File: src/rtl/pmc_pkg.sv
package pmc_pkg;

    typedef enum logic [1:0] {
        MODE_NORMAL = 2'd0,
        MODE_SLOW   = 2'd1,
        MODE_DOZE   = 2'd2,
        MODE_LOWP   = 2'd3
    } pmode_e;

    typedef enum logic [1:0] {
        SRC_SYNTH = 2'd0,
        SRC_XTAL  = 2'd1,
        SRC_RING  = 2'd2
    } csrc_e;

    typedef enum logic [1:0] {
        PH_IDLE,
        PH_SETTLE,
        PH_SWITCH,
        PH_TRIM
    } phase_e;

    typedef struct packed {
        logic synth;
        logic xtal;
    } osc_en_t;

    localparam int MASK_W = 4;

    typedef struct packed {
        logic sram_pd;
        logic clk_gate;
        logic ext_off;
        logic afe_off;
    } lp_mask_t;

    function automatic csrc_e mode_src(pmode_e m);
        case (m)
            MODE_NORMAL: return SRC_SYNTH;
            MODE_SLOW:   return SRC_XTAL;
            default:     return SRC_RING;
        endcase
    endfunction

    function automatic osc_en_t mode_need(pmode_e m);
        osc_en_t n;
        n.synth = (m == MODE_NORMAL);
        n.xtal  = (m == MODE_NORMAL) || (m == MODE_SLOW);
        return n;
    endfunction

    function automatic osc_en_t mode_keep(pmode_e m, osc_en_t cur,
                                          logic doze_xoff, logic ext_off);
        osc_en_t k;
        case (m)
            MODE_NORMAL: k = '{synth: 1'b1, xtal: 1'b1};
            MODE_SLOW:   k = '{synth: 1'b0, xtal: 1'b1};
            MODE_DOZE:   k = '{synth: 1'b0, xtal: cur.xtal & ~doze_xoff};
            default:     k = ext_off ? '{synth: 1'b0, xtal: 1'b0} : cur;
        endcase
        return k;
    endfunction

endpackage

File: src/rtl/pmc_req_decode.sv
module pmc_req_decode
    import pmc_pkg::*;
(
    input  logic   clk,
    input  logic   rst,
    input  logic   cpu_req_valid,
    input  pmode_e cpu_req_mode,
    input  logic   lp_pin_n,
    input  logic   timer_tick,
    input  pmode_e cur_mode,
    input  pmode_e saved_mode,
    input  logic   idle,
    output logic   go,
    output pmode_e go_mode
);
    logic pin_q;
    logic pin_fall;
    logic pin_rise;

    always_ff @(posedge clk) begin
        if (rst) pin_q <= 1'b1;
        else     pin_q <= lp_pin_n;
    end

    assign pin_fall = pin_q & ~lp_pin_n;
    assign pin_rise = ~pin_q & lp_pin_n;

    always_comb begin
        go      = 1'b0;
        go_mode = cur_mode;
        if (idle) begin
            if (cur_mode == MODE_LOWP) begin
                if (cpu_req_valid || pin_rise || timer_tick) begin
                    go      = 1'b1;
                    go_mode = saved_mode;
                end
            end else if (pin_fall) begin
                go      = 1'b1;
                go_mode = MODE_LOWP;
            end else if (cpu_req_valid && (cpu_req_mode != cur_mode)) begin
                go      = 1'b1;
                go_mode = cpu_req_mode;
            end
        end
    end

    // a pin falling edge accepted while idle always targets low-power
    a_r7_pin_enters_lp: assert property (@(posedge clk) disable iff (rst)
        (idle && pin_fall && cur_mode != MODE_LOWP) |-> (go && go_mode == MODE_LOWP));

endmodule

File: src/rtl/pmc_settle_timer.sv
module pmc_settle_timer #(
    parameter int CNT_W = 8
) (
    input  logic             clk,
    input  logic             rst,
    input  logic             start,
    input  logic             run,
    input  logic [CNT_W-1:0] len,
    output logic             done
);
    logic [CNT_W-1:0] cnt;

    always_ff @(posedge clk) begin
        if (rst)        cnt <= '0;
        else if (start) cnt <= '0;
        else if (run && !done) cnt <= cnt + 1'b1;
    end

    assign done = run && (cnt >= len);

endmodule

File: src/rtl/pmc_lp_ctrl.sv
module pmc_lp_ctrl
    import pmc_pkg::*;
(
    input  logic              clk,
    input  logic              rst,
    input  logic              capture,
    input  logic [MASK_W-1:0] mask_in,
    input  logic              activate,
    input  logic              drop,
    output logic              ext_off,
    output logic              afe_off,
    output logic              clk_gate,
    output logic              sram_pd
);
    lp_mask_t mask_q;
    logic     act;

    always_ff @(posedge clk) begin
        if (rst) begin
            mask_q <= '0;
            act    <= 1'b0;
        end else begin
            if (capture) mask_q <= lp_mask_t'(mask_in);
            if (activate)  act <= 1'b1;
            else if (drop) act <= 1'b0;
        end
    end

    assign ext_off  = mask_q.ext_off;
    assign afe_off  = act & mask_q.afe_off;
    assign clk_gate = act & mask_q.clk_gate;
    assign sram_pd  = act & mask_q.sram_pd;

    // savings stay fixed while active and not being dropped
    a_r10_mask_frozen: assert property (@(posedge clk) disable iff (rst)
        ($past(act) && act && !capture) |-> $stable({afe_off, clk_gate, sram_pd}));

endmodule

File: src/rtl/pmc_power_mode_ctrl.sv
module pmc_power_mode_ctrl
    import pmc_pkg::*;
#(
    parameter int CNT_W = 8
) (
    input  logic             clk,
    input  logic             rst,
    input  logic             cpu_req_valid,
    input  logic [1:0]       cpu_req_mode,
    input  logic             lp_pin_n,
    input  logic             timer_tick,
    input  logic [3:0]       lp_mask,
    input  logic             doze_xtal_off,
    input  logic [CNT_W-1:0] settle_len,
    output logic [1:0]       clk_sel,
    output logic             xtal_en,
    output logic             synth_en,
    output logic             afe_off,
    output logic             clk_gate,
    output logic             sram_pd,
    output logic [1:0]       cur_mode,
    output logic             busy
);
    phase_e  phase;
    pmode_e  mode_q, tgt_q, saved_q;
    csrc_e   sel_q;
    osc_en_t osc_q;

    logic    go;
    pmode_e  go_mode;
    osc_en_t need_w;
    logic    missing;
    logic    t_start, t_run, t_done;
    logic    capture, activate, drop, ext_off;

    pmc_req_decode u_dec (
        .clk           (clk),
        .rst           (rst),
        .cpu_req_valid (cpu_req_valid),
        .cpu_req_mode  (pmode_e'(cpu_req_mode)),
        .lp_pin_n      (lp_pin_n),
        .timer_tick    (timer_tick),
        .cur_mode      (mode_q),
        .saved_mode    (saved_q),
        .idle          (phase == PH_IDLE),
        .go            (go),
        .go_mode       (go_mode)
    );

    assign need_w  = mode_need(go_mode);
    assign missing = |(need_w & ~osc_q);
    assign t_start = go && missing;
    assign t_run   = (phase == PH_SETTLE);
    assign capture  = go && (go_mode == MODE_LOWP);
    assign drop     = go && (mode_q == MODE_LOWP);
    assign activate = (phase == PH_SWITCH) && (tgt_q == MODE_LOWP);

    pmc_settle_timer #(.CNT_W(CNT_W)) u_tmr (
        .clk   (clk),
        .rst   (rst),
        .start (t_start),
        .run   (t_run),
        .len   (settle_len),
        .done  (t_done)
    );

    pmc_lp_ctrl u_lp (
        .clk      (clk),
        .rst      (rst),
        .capture  (capture),
        .mask_in  (lp_mask),
        .activate (activate),
        .drop     (drop),
        .ext_off  (ext_off),
        .afe_off  (afe_off),
        .clk_gate (clk_gate),
        .sram_pd  (sram_pd)
    );

    always_ff @(posedge clk) begin
        if (rst) begin
            phase   <= PH_IDLE;
            mode_q  <= MODE_SLOW;
            tgt_q   <= MODE_SLOW;
            saved_q <= MODE_SLOW;
            sel_q   <= SRC_XTAL;
            osc_q   <= '{synth: 1'b0, xtal: 1'b1};
        end else begin
            case (phase)
                PH_IDLE: begin
                    if (go) begin
                        tgt_q <= go_mode;
                        osc_q <= osc_en_t'(osc_q | need_w);
                        if (go_mode == MODE_LOWP) saved_q <= mode_q;
                        phase <= missing ? PH_SETTLE : PH_SWITCH;
                    end
                end
                PH_SETTLE: begin
                    if (t_done) phase <= PH_SWITCH;
                end
                PH_SWITCH: begin
                    sel_q  <= mode_src(tgt_q);
                    mode_q <= tgt_q;
                    phase  <= PH_TRIM;
                end
                default: begin
                    osc_q <= mode_keep(mode_q, osc_q, doze_xtal_off, ext_off);
                    phase <= PH_IDLE;
                end
            endcase
        end
    end

    assign clk_sel  = sel_q;
    assign xtal_en  = osc_q.xtal;
    assign synth_en = osc_q.synth;
    assign cur_mode = mode_q;
    assign busy     = (phase != PH_IDLE);

    // idle select matches mode
    a_r2_sel_matches_mode: assert property (@(posedge clk) disable iff (rst)
        !busy |-> (clk_sel == mode_src(mode_q)));
    // synthesizer never off while selected
    a_r4_synth_live: assert property (@(posedge clk) disable iff (rst)
        (clk_sel == SRC_SYNTH) |-> (synth_en && xtal_en));
    // crystal stops only with ring selected
    a_r4_xtal_late: assert property (@(posedge clk) disable iff (rst)
        $fell(xtal_en) |-> (clk_sel == SRC_RING));
    // synthesizer stops only after select left it
    a_r4_synth_late: assert property (@(posedge clk) disable iff (rst)
        $fell(synth_en) |-> (clk_sel != SRC_SYNTH));
    // power-saving outputs only in low-power mode
    a_r6_savings_in_lp: assert property (@(posedge clk) disable iff (rst)
        (afe_off || clk_gate || sram_pd) |-> (mode_q == MODE_LOWP));

endmodule

File: config.mk
export PLATFORM = sky130hd
export DESIGN_NAME = pmc_power_mode_ctrl
export DESIGN_NICKNAME = d
export VERILOG_FILES = /design/src/rtl/pmc_pkg.sv /design/src/rtl/pmc_req_decode.sv /design/src/rtl/pmc_settle_timer.sv /design/src/rtl/pmc_lp_ctrl.sv /design/src/rtl/pmc_power_mode_ctrl.sv
export SDC_FILE = /design/constraint.sdc
export NUM_CORES = 1
export LEC_CHECK = 0
export BUFFER_PORTS_ARGS = -buffer_cell sky130_fd_sc_hd__buf_2
export CORE_MARGIN = 2
export CORE_UTILIZATION = 50
export CTS_BUF_LIST = sky130_fd_sc_hd__clkbuf_8
export CTS_CLUSTER_DIAMETER = 40
export DETAILED_ROUTE_END_ITERATION = 10
export MAX_ROUTING_LAYER = met4
export PLACE_DENSITY = 0.69
export SYNTH_ARGS = -nofsm -noshare
export SYNTH_HDL_FRONTEND = slang
export SYNTH_HIERARCHICAL = 1
export SYNTH_SLANG_ARGS = --single-unit
File: constraint.sdc
create_clock -name clk -period 3.2 [get_ports clk]
set_input_delay 0 -clock clk [delete_from_list [all_inputs] [get_ports clk]]
set_output_delay 0 -clock clk [all_outputs]
set_load 0.005 [all_outputs]
Word level (Yosys, flattened, before mapping)
Index checks and enable logic that the tools add are counted.
Cells by class
  add/subtract/negate cells: 1
  magnitude comparators: 1
  equality and inequality tests: 12
  mux-type cells: 21
  bitwise logic cells: 13
  reductions and logical operators: 25
Operators with widths (number)
  $mux W2: 10
  $pmux W2 S3: 2
  $eq A2 B2 Y1 const B: 5
  $add A8 B1 Y8 const B: 1
  $eq A2 B1 Y1 const B: 4
  $ge A8 B8 Y1: 1
  $logic_not A2 Y1: 4
  $pmux W2 S2: 2
  $logic_and A1 B1 Y1: 7
  $mux W1: 7
  $and A1 B1 Y1: 6
  $reduce_and A3 Y1: 2
  $reduce_or A2 Y1: 3
  $reduce_bool A5 Y1: 1
  $ne A2 B2 Y1 const B: 2
  $not A1 Y1: 4
  $reduce_and A2 Y1: 2
  $reduce_bool A2 Y1: 2
  $logic_or A1 B1 Y1: 3
  $and A2 B2 Y2: 1
  $ne A2 B2 Y1: 1
  $not A2 Y2: 1
  $or A2 B2 Y2: 1
  $logic_not A1 Y1: 1
Storage, ports and cells
  register bits: 26
  output and inout port bits: 10

Logic depth before layout (Yosys ltp)
  depth in word-level cells: 14
  depth in mapped cells: 10

Modules after synthesis
The synthesis kept the hierarchy.
By module, submodules not included
  pmc_power_mode_ctrl: instances 1, cells an instance 85, area an instance 729.4 µm², sequential area each 240.2 µm²
  pmc_settle_timer: instances 1, cells an instance 74, area an instance 628.1 µm², sequential area each 160.2 µm²
  pmc_lp_ctrl: instances 1, cells an instance 20, area an instance 200.2 µm², sequential area each 100.1 µm²
  pmc_req_decode: instances 1, cells an instance 23, area an instance 170.2 µm², sequential area each 20.0 µm²

Worst setup path before layout
No wires, ideal clock.
  path type: reg-to-reg
  start: register mode_q[1], in the netlist cur_mode[1]
  end: register u_tmr.cnt[6]
  data arrival time: 2.417 ns
  required time: 3.131 ns
  path slack: 0.714 ns
  stages on the path, launching flop included: 10
  period minus slack after synthesis: 2.486 ns
  cell sequence: dfxtp_1 > nand2_2 > o41ai_4 > inv_2 > a21oi_1 > nor3b_1 > or2_2 > buf_1 > or4_1 > o21ai_1
On the way
  cells in the longest elaborated chain, start to end: 12
  elaborated cells between the ends (all ways): 19
Ends and longest elaborated chain
  start: declaration: line pmc_power_mode_ctrl.sv:25  | pmode_e mode_q, tgt_q, saved_q;
  start signal: assignment: line pmc_power_mode_ctrl.sv:103  | mode_q <= tgt_q;
  $ne A2 B2 Y1: line pmc_req_decode.sv:40  | end else if (cpu_req_valid && (cpu_req_mode != cur_mode)) begin
  $logic_and A1 B1 Y1: line pmc_req_decode.sv:40
  $mux W2: line pmc_req_decode.sv:40
  $mux W2: line pmc_req_decode.sv:37  | end else if (pin_fall) begin
  $mux W2: line pmc_req_decode.sv:32  | if (cur_mode == MODE_LOWP) begin
  $mux W2 (*): line pmc_req_decode.sv:31  | if (idle) begin
  named net go_mode[1]: line pmc_power_mode_ctrl.sv:30  | pmode_e go_mode;
  $eq A2 B1 Y1 or $logic_not A2 Y1 (tied branches): line pmc_pkg.sv:48, pmc_pkg.sv:47
  $logic_or A1 B1 Y1: line pmc_pkg.sv:48  | n.xtal = (m == MODE_NORMAL) || (m == MODE_SLOW);
  $and A2 B2 Y2 (*): line pmc_power_mode_ctrl.sv:51  | assign missing = |(need_w & ~osc_q);
  $reduce_or A2 Y1 (*): line pmc_power_mode_ctrl.sv:51
  $logic_and A1 B1 Y1 (*): line pmc_power_mode_ctrl.sv:52  | assign t_start = go && missing;
  named net t_start: line pmc_power_mode_ctrl.sv:33  | logic t_start, t_run, t_done;
  $reduce_or A2 Y1 (no line) (*)
  end signal: assignment: line pmc_settle_timer.sv:16  | else if (run && !done) cnt <= cnt + 1'b1;
  end: declaration: line pmc_settle_timer.sv:11  | logic [CNT_W-1:0] cnt;
Mark *: on every way through the listed nets, which the timed path passes. The rest lies on a longest branch.
A chain may end at the register's enable or synchronous reset.

Worst setup path in the final report
  start: register mode_q[0], in the netlist cur_mode[0]
  end: register u_tmr.cnt[6]
On the way
  cells in the longest elaborated chain, start to end: 12
  elaborated cells between the ends (all ways): 19
Ends and longest elaborated chain (line)
  $ne A2 B2 Y1: pmc_req_decode.sv:40
  $logic_and A1 B1 Y1: pmc_req_decode.sv:40
  $mux W2: pmc_req_decode.sv:40
  $mux W2: pmc_req_decode.sv:37
  $mux W2 (*): pmc_req_decode.sv:32
  $mux W2 (*): pmc_req_decode.sv:31
  named net go_mode[1]: pmc_power_mode_ctrl.sv:30
  $eq A2 B1 Y1 or $logic_not A2 Y1 (tied branches): pmc_pkg.sv:48, pmc_pkg.sv:47
  $logic_or A1 B1 Y1: pmc_pkg.sv:48
  $and A2 B2 Y2 (*): pmc_power_mode_ctrl.sv:51
  $reduce_or A2 Y1 (*): pmc_power_mode_ctrl.sv:51
  $logic_and A1 B1 Y1 (*): pmc_power_mode_ctrl.sv:52
  named net t_start: pmc_power_mode_ctrl.sv:33
  $reduce_or A2 Y1 (no line) (*)
Marked as above.

==> impl_metrics.csv <==
group,metric,value,unit
critical_path,r2r_setup_slack,0.53,ns
route,via_per_inst,5.322,
synthesis,async_reset_ff_frac,0,
clock_tree,htree_levels,1,
synthesis,synth_top_cell_area_share,0.3012,
synthesis,netlist_area,1728,um2
placement,port_buffers,29,
synthesis,synthTopCellsByCount,"26 x dfxtp_1, 19 x ha_1, 19 x inv_1, 15 x nand2_1",
route,wl_per_cell,12.43,um
global_route,use_met3,0.03964,
die,die_x,62.79,um
synthesis,synth_mux_area_frac,0.02896,
clock_tree,clk_latency,0.27,ns
clock_tree,post_cts_buffers,0,
synthesis,synthAdderAreaFrac,0.1376,
critical_path,slowest_stage,"dfxtp_1",
critical_path,start_kind,"register",
global_route,grt_max_degree,21,
critical_path,regToRegEndpoint,"u_tmr/cnt[6]$_SDFFE_PP0P_",
timing,fin_crit_sh,0.8356,
global_route,grt_usage,0.1978,
route,drc,0,
critical_path,crit_arrival,2.89,ns
synthesis,yosys.area.top_type,"dfxtp_1",
finish,diodes,0,
synthesis,ys_seq_area_frac,0.3012,
finish,drive_gt1_frac,0.2236,
synthesis,synth_nets,241,
placement,dp_hpwl,2714,um
global_route,grt-busiest-layer,"met2",
timing,fin_tns_setup,0,ns
timing,finalHoldViolations,0,
synthesis,synthDistinctLibCells,52,
clock_tree,cts_sinks,26,
die,row_count,21,
route,drt-total-wl,3519,um
timing,finalCriticalPeriod,2.674,ns
clock_tree,numCtsBuffers,3,
global_route,grt_pass1_vias,1376,
die,core,3337,um2
critical_path,path_class,"reg -> reg",
route,ant_nets,0,
critical_path,worstPathCellList,"nand2_2, o41ai_4, inv_2, a21oi_1, nor3b_1, or2_2, or4_1, o21ai_1",
finish,regArea,520.5,um2
synthesis,syn_avg_cell_area,8.554,um2
timing,slew_headroom,0.5961,
placement,dpl_cell_area,1908,um2
critical_path,cp_num_buf_inv,1,
critical_path,cpPeakStageDelay,0.54,ns
power,leakage,0.9129,nW
clock_tree,cts.root.buffer_cell,"clkbuf_8",
critical_path,r2r_cells,8,
power,ir_drop,0.3849,mV
die,fp.dieH,62.79,um
clock_tree,cts_buffer_depth,2,
global_route,met1_usage,0.2621,
synthesis,yosys_warnings,6,
finish,nFillCells,311,
power,power_density,610.5,nW/um2
finish,multiInputGateArea,1102,um2
finish,syn_to_final_growth,17.45,%
finish,fin_nets,277,
clock_tree,clkTransAtPathRegs,0.09,ns
clock_tree,cts_tree,"yes",
timing,fin_skew,0.009893,ns
hold_path,whs_path_depth,2,
critical_path,cpLargestDelayFamily,"simple AND/OR/NAND/NOR gates",
die,start_util,0.5178,
global_route,grt_use_met2,0.3185,
synthesis,synth_most_common_cell,"dfxtp_1",
synthesis,yosys.area_share.simple,0.2549,
finish,final_cell_area,2029,um2
route,num_vias,1506,
critical_path,required,3.42,ns
timing,fmax,374.0,MHz
timing,final-setup-viol-count,0,
hold_path,hp-start,"rst",
synthesis,synth.area.top_cells,"dfxtp_1 30%, ha_1 14%, inv_1 4.1%, a21oi_1 3.5%, nand2_1 3.3%",
synthesis,synth_edf_count,0,
critical_path,endpoint_kind,"register",
timing,hold_slack,0.08822,ns
global_route,antenna_found_initial,0,
timing,slew_viol_final,0,
critical_path,r2r_start,"cur_mode[0]$_SDFFE_PP1P_",
run_status,outcome,"finished clean",
flow_run,cap_violations,0,
placement,gp_congestion,0.8610,
synthesis,ys_seq_elements,26,
global_route,grt_pass1_wl,6175,um
clock_tree,ctsResizeCount,0,
critical_path,crit_fanout,10,
timing,tightest_slew,0.6049,ns
synthesis,synth_ff_type,"dfxtp_1",
synthesis,synth_top_family_by_area,"simple AND/OR/NAND/NOR gates",
synthesis,syn_inst,202,
hold_path,hold-path-endpoint,"u_lp/mask_q[0]$_SDFFE_PP0P_",
die,ios,30,
global_route,grt.overflow.total,0,
route,first_pass_iters,5,
die,dieArea,3942,um2
synthesis,synth_xor_area_frac,0.01521,
timing,grt_setup_unrepaired,"false",
hold_path,hp-class,"in -> reg",
route,drt-initial-drc-count,83,
synthesis,synth-compound-area-share,0.2013,
flip-flops by register name, indices dropped and copies added, names as in the netlist:
signal and cells:
clk_sel 2, cur_mode 2, phase 2, saved_q 2, synth_en 1, tgt_q 2, u_dec/pin_q 1, u_lp/act 1
u_lp/ext_off 1, u_lp/mask_q 3, u_tmr/cnt 8, xtal_en 1
metrics by stage:
stage / power, mW / utilization / worst slack [ns] / cells
after CTS: 1.247 / 0.6082 / 0.5670 / 283
after detailed placement: 0.9627 / 0.5718 / 0.5870 / 274
after global routing: 1.338 / 0.6082 / 0.2374 / 283
final: 1.239 / 0.6082 / 0.5259 / 283
after floorplan: 0.8566 / - / 0.7143 / 202
after global placement: 0.9576 / 0.5718 / 0.6860 / 274
worst register-to-register path, cell delays in order, from the launching register on:
cell and delay (ns):
dfxtp_1 0.54, nand2_2 0.15, o41ai_4 0.37, inv_2 0.05, a21oi_1 0.41, nor3b_1 0.15
or2_2 0.38, or4_1 0.48, o21ai_1 0.08
cell families (layout without fill, tap and decap cells):
family                   count (synthesis)  in the layout
AND/OR/NAND/NOR                         80             80
multiplexers                             5              5
AO/OA/AOI/OAI                           45             45
buffers and inverters                   24             59
flip-flops                              26             26
XOR/XNOR                                 3              3
adder cells (fa/ha/maj)                 19             19
timing repair:
| action | in CTS | in global routing |
|---|---|---|
| endpoints found under the hold margin | 5 | 0 |
| hold buffers | 5 | 0 |
| setup endpoints to repair | 0 | 0 |
worst max-delay path by stage:
stage | end | depth (start not counted) | from
2_1_floorplan | u_tmr/cnt[6]$_SDFFE_PP0P_ | 9 | cur_mode[1]$_SDFFE_PP0P_
3_3_place_gp | u_tmr/cnt[6]$_SDFFE_PP0P_ | 8 | cur_mode[0]$_SDFFE_PP1P_
3_5_place_dp | u_tmr/cnt[6]$_SDFFE_PP0P_ | 8 | cur_mode[0]$_SDFFE_PP1P_
4_1_cts | u_tmr/cnt[6]$_SDFFE_PP0P_ | 8 | cur_mode[0]$_SDFFE_PP1P_
5_1_grt | u_tmr/cnt[6]$_SDFFE_PP0P_ | 8 | cur_mode[0]$_SDFFE_PP1P_
6_report | u_tmr/cnt[6]$_SDFFE_PP0P_ | 8 | cur_mode[0]$_SDFFE_PP1P_
metal layers:
metal | share of wire | vias to the layer above | routed length (um)
met5 | 0 | - | 0
li1 | - | 791 | -
met1 | 0.50 | 687 | 1768
met2 | 0.46 | 26 | 1626
met3 | 0.030 | 2 | 105
met4 | 0.0051 | 0 | 18
power breakdown:
group          internal (mW)  switching [mW]
clock network          0.167           0.102
logic                  0.240           0.297
registers              0.379          0.0522
layout make-up:
type,instances,area share
clock inverter,1,0.01480
clock buffer,3,0.02035
timing repair buffer,35,0.09988
multi-input combinational,152,0.5432
inverter,20,0.03699
sequential,26,0.2565
tap,46,0.02836
cells in the final DEF, fill, tap and decap left out, types with 4 or more instances in the layout:
| cell type | instances |
|---|---|
| dlygate4sd3_1 | 5 |
| nor2_1 | 12 |
| nand2b_1 | 4 |
| nand3_1 | 10 |
| or2_2 | 4 |
| ha_1 | 19 |
| or3_1 | 6 |
| nand2_1 | 15 |
| and2_1 | 5 |
| inv_1 | 19 |
| mux2i_1 | 5 |
| nor3_1 | 5 |
| o21ai_0 | 6 |
| buf_2 | 29 |
| a21oi_1 | 12 |
| dfxtp_1 | 26 |
Note: power is estimated with default switching activity, not from simulation.
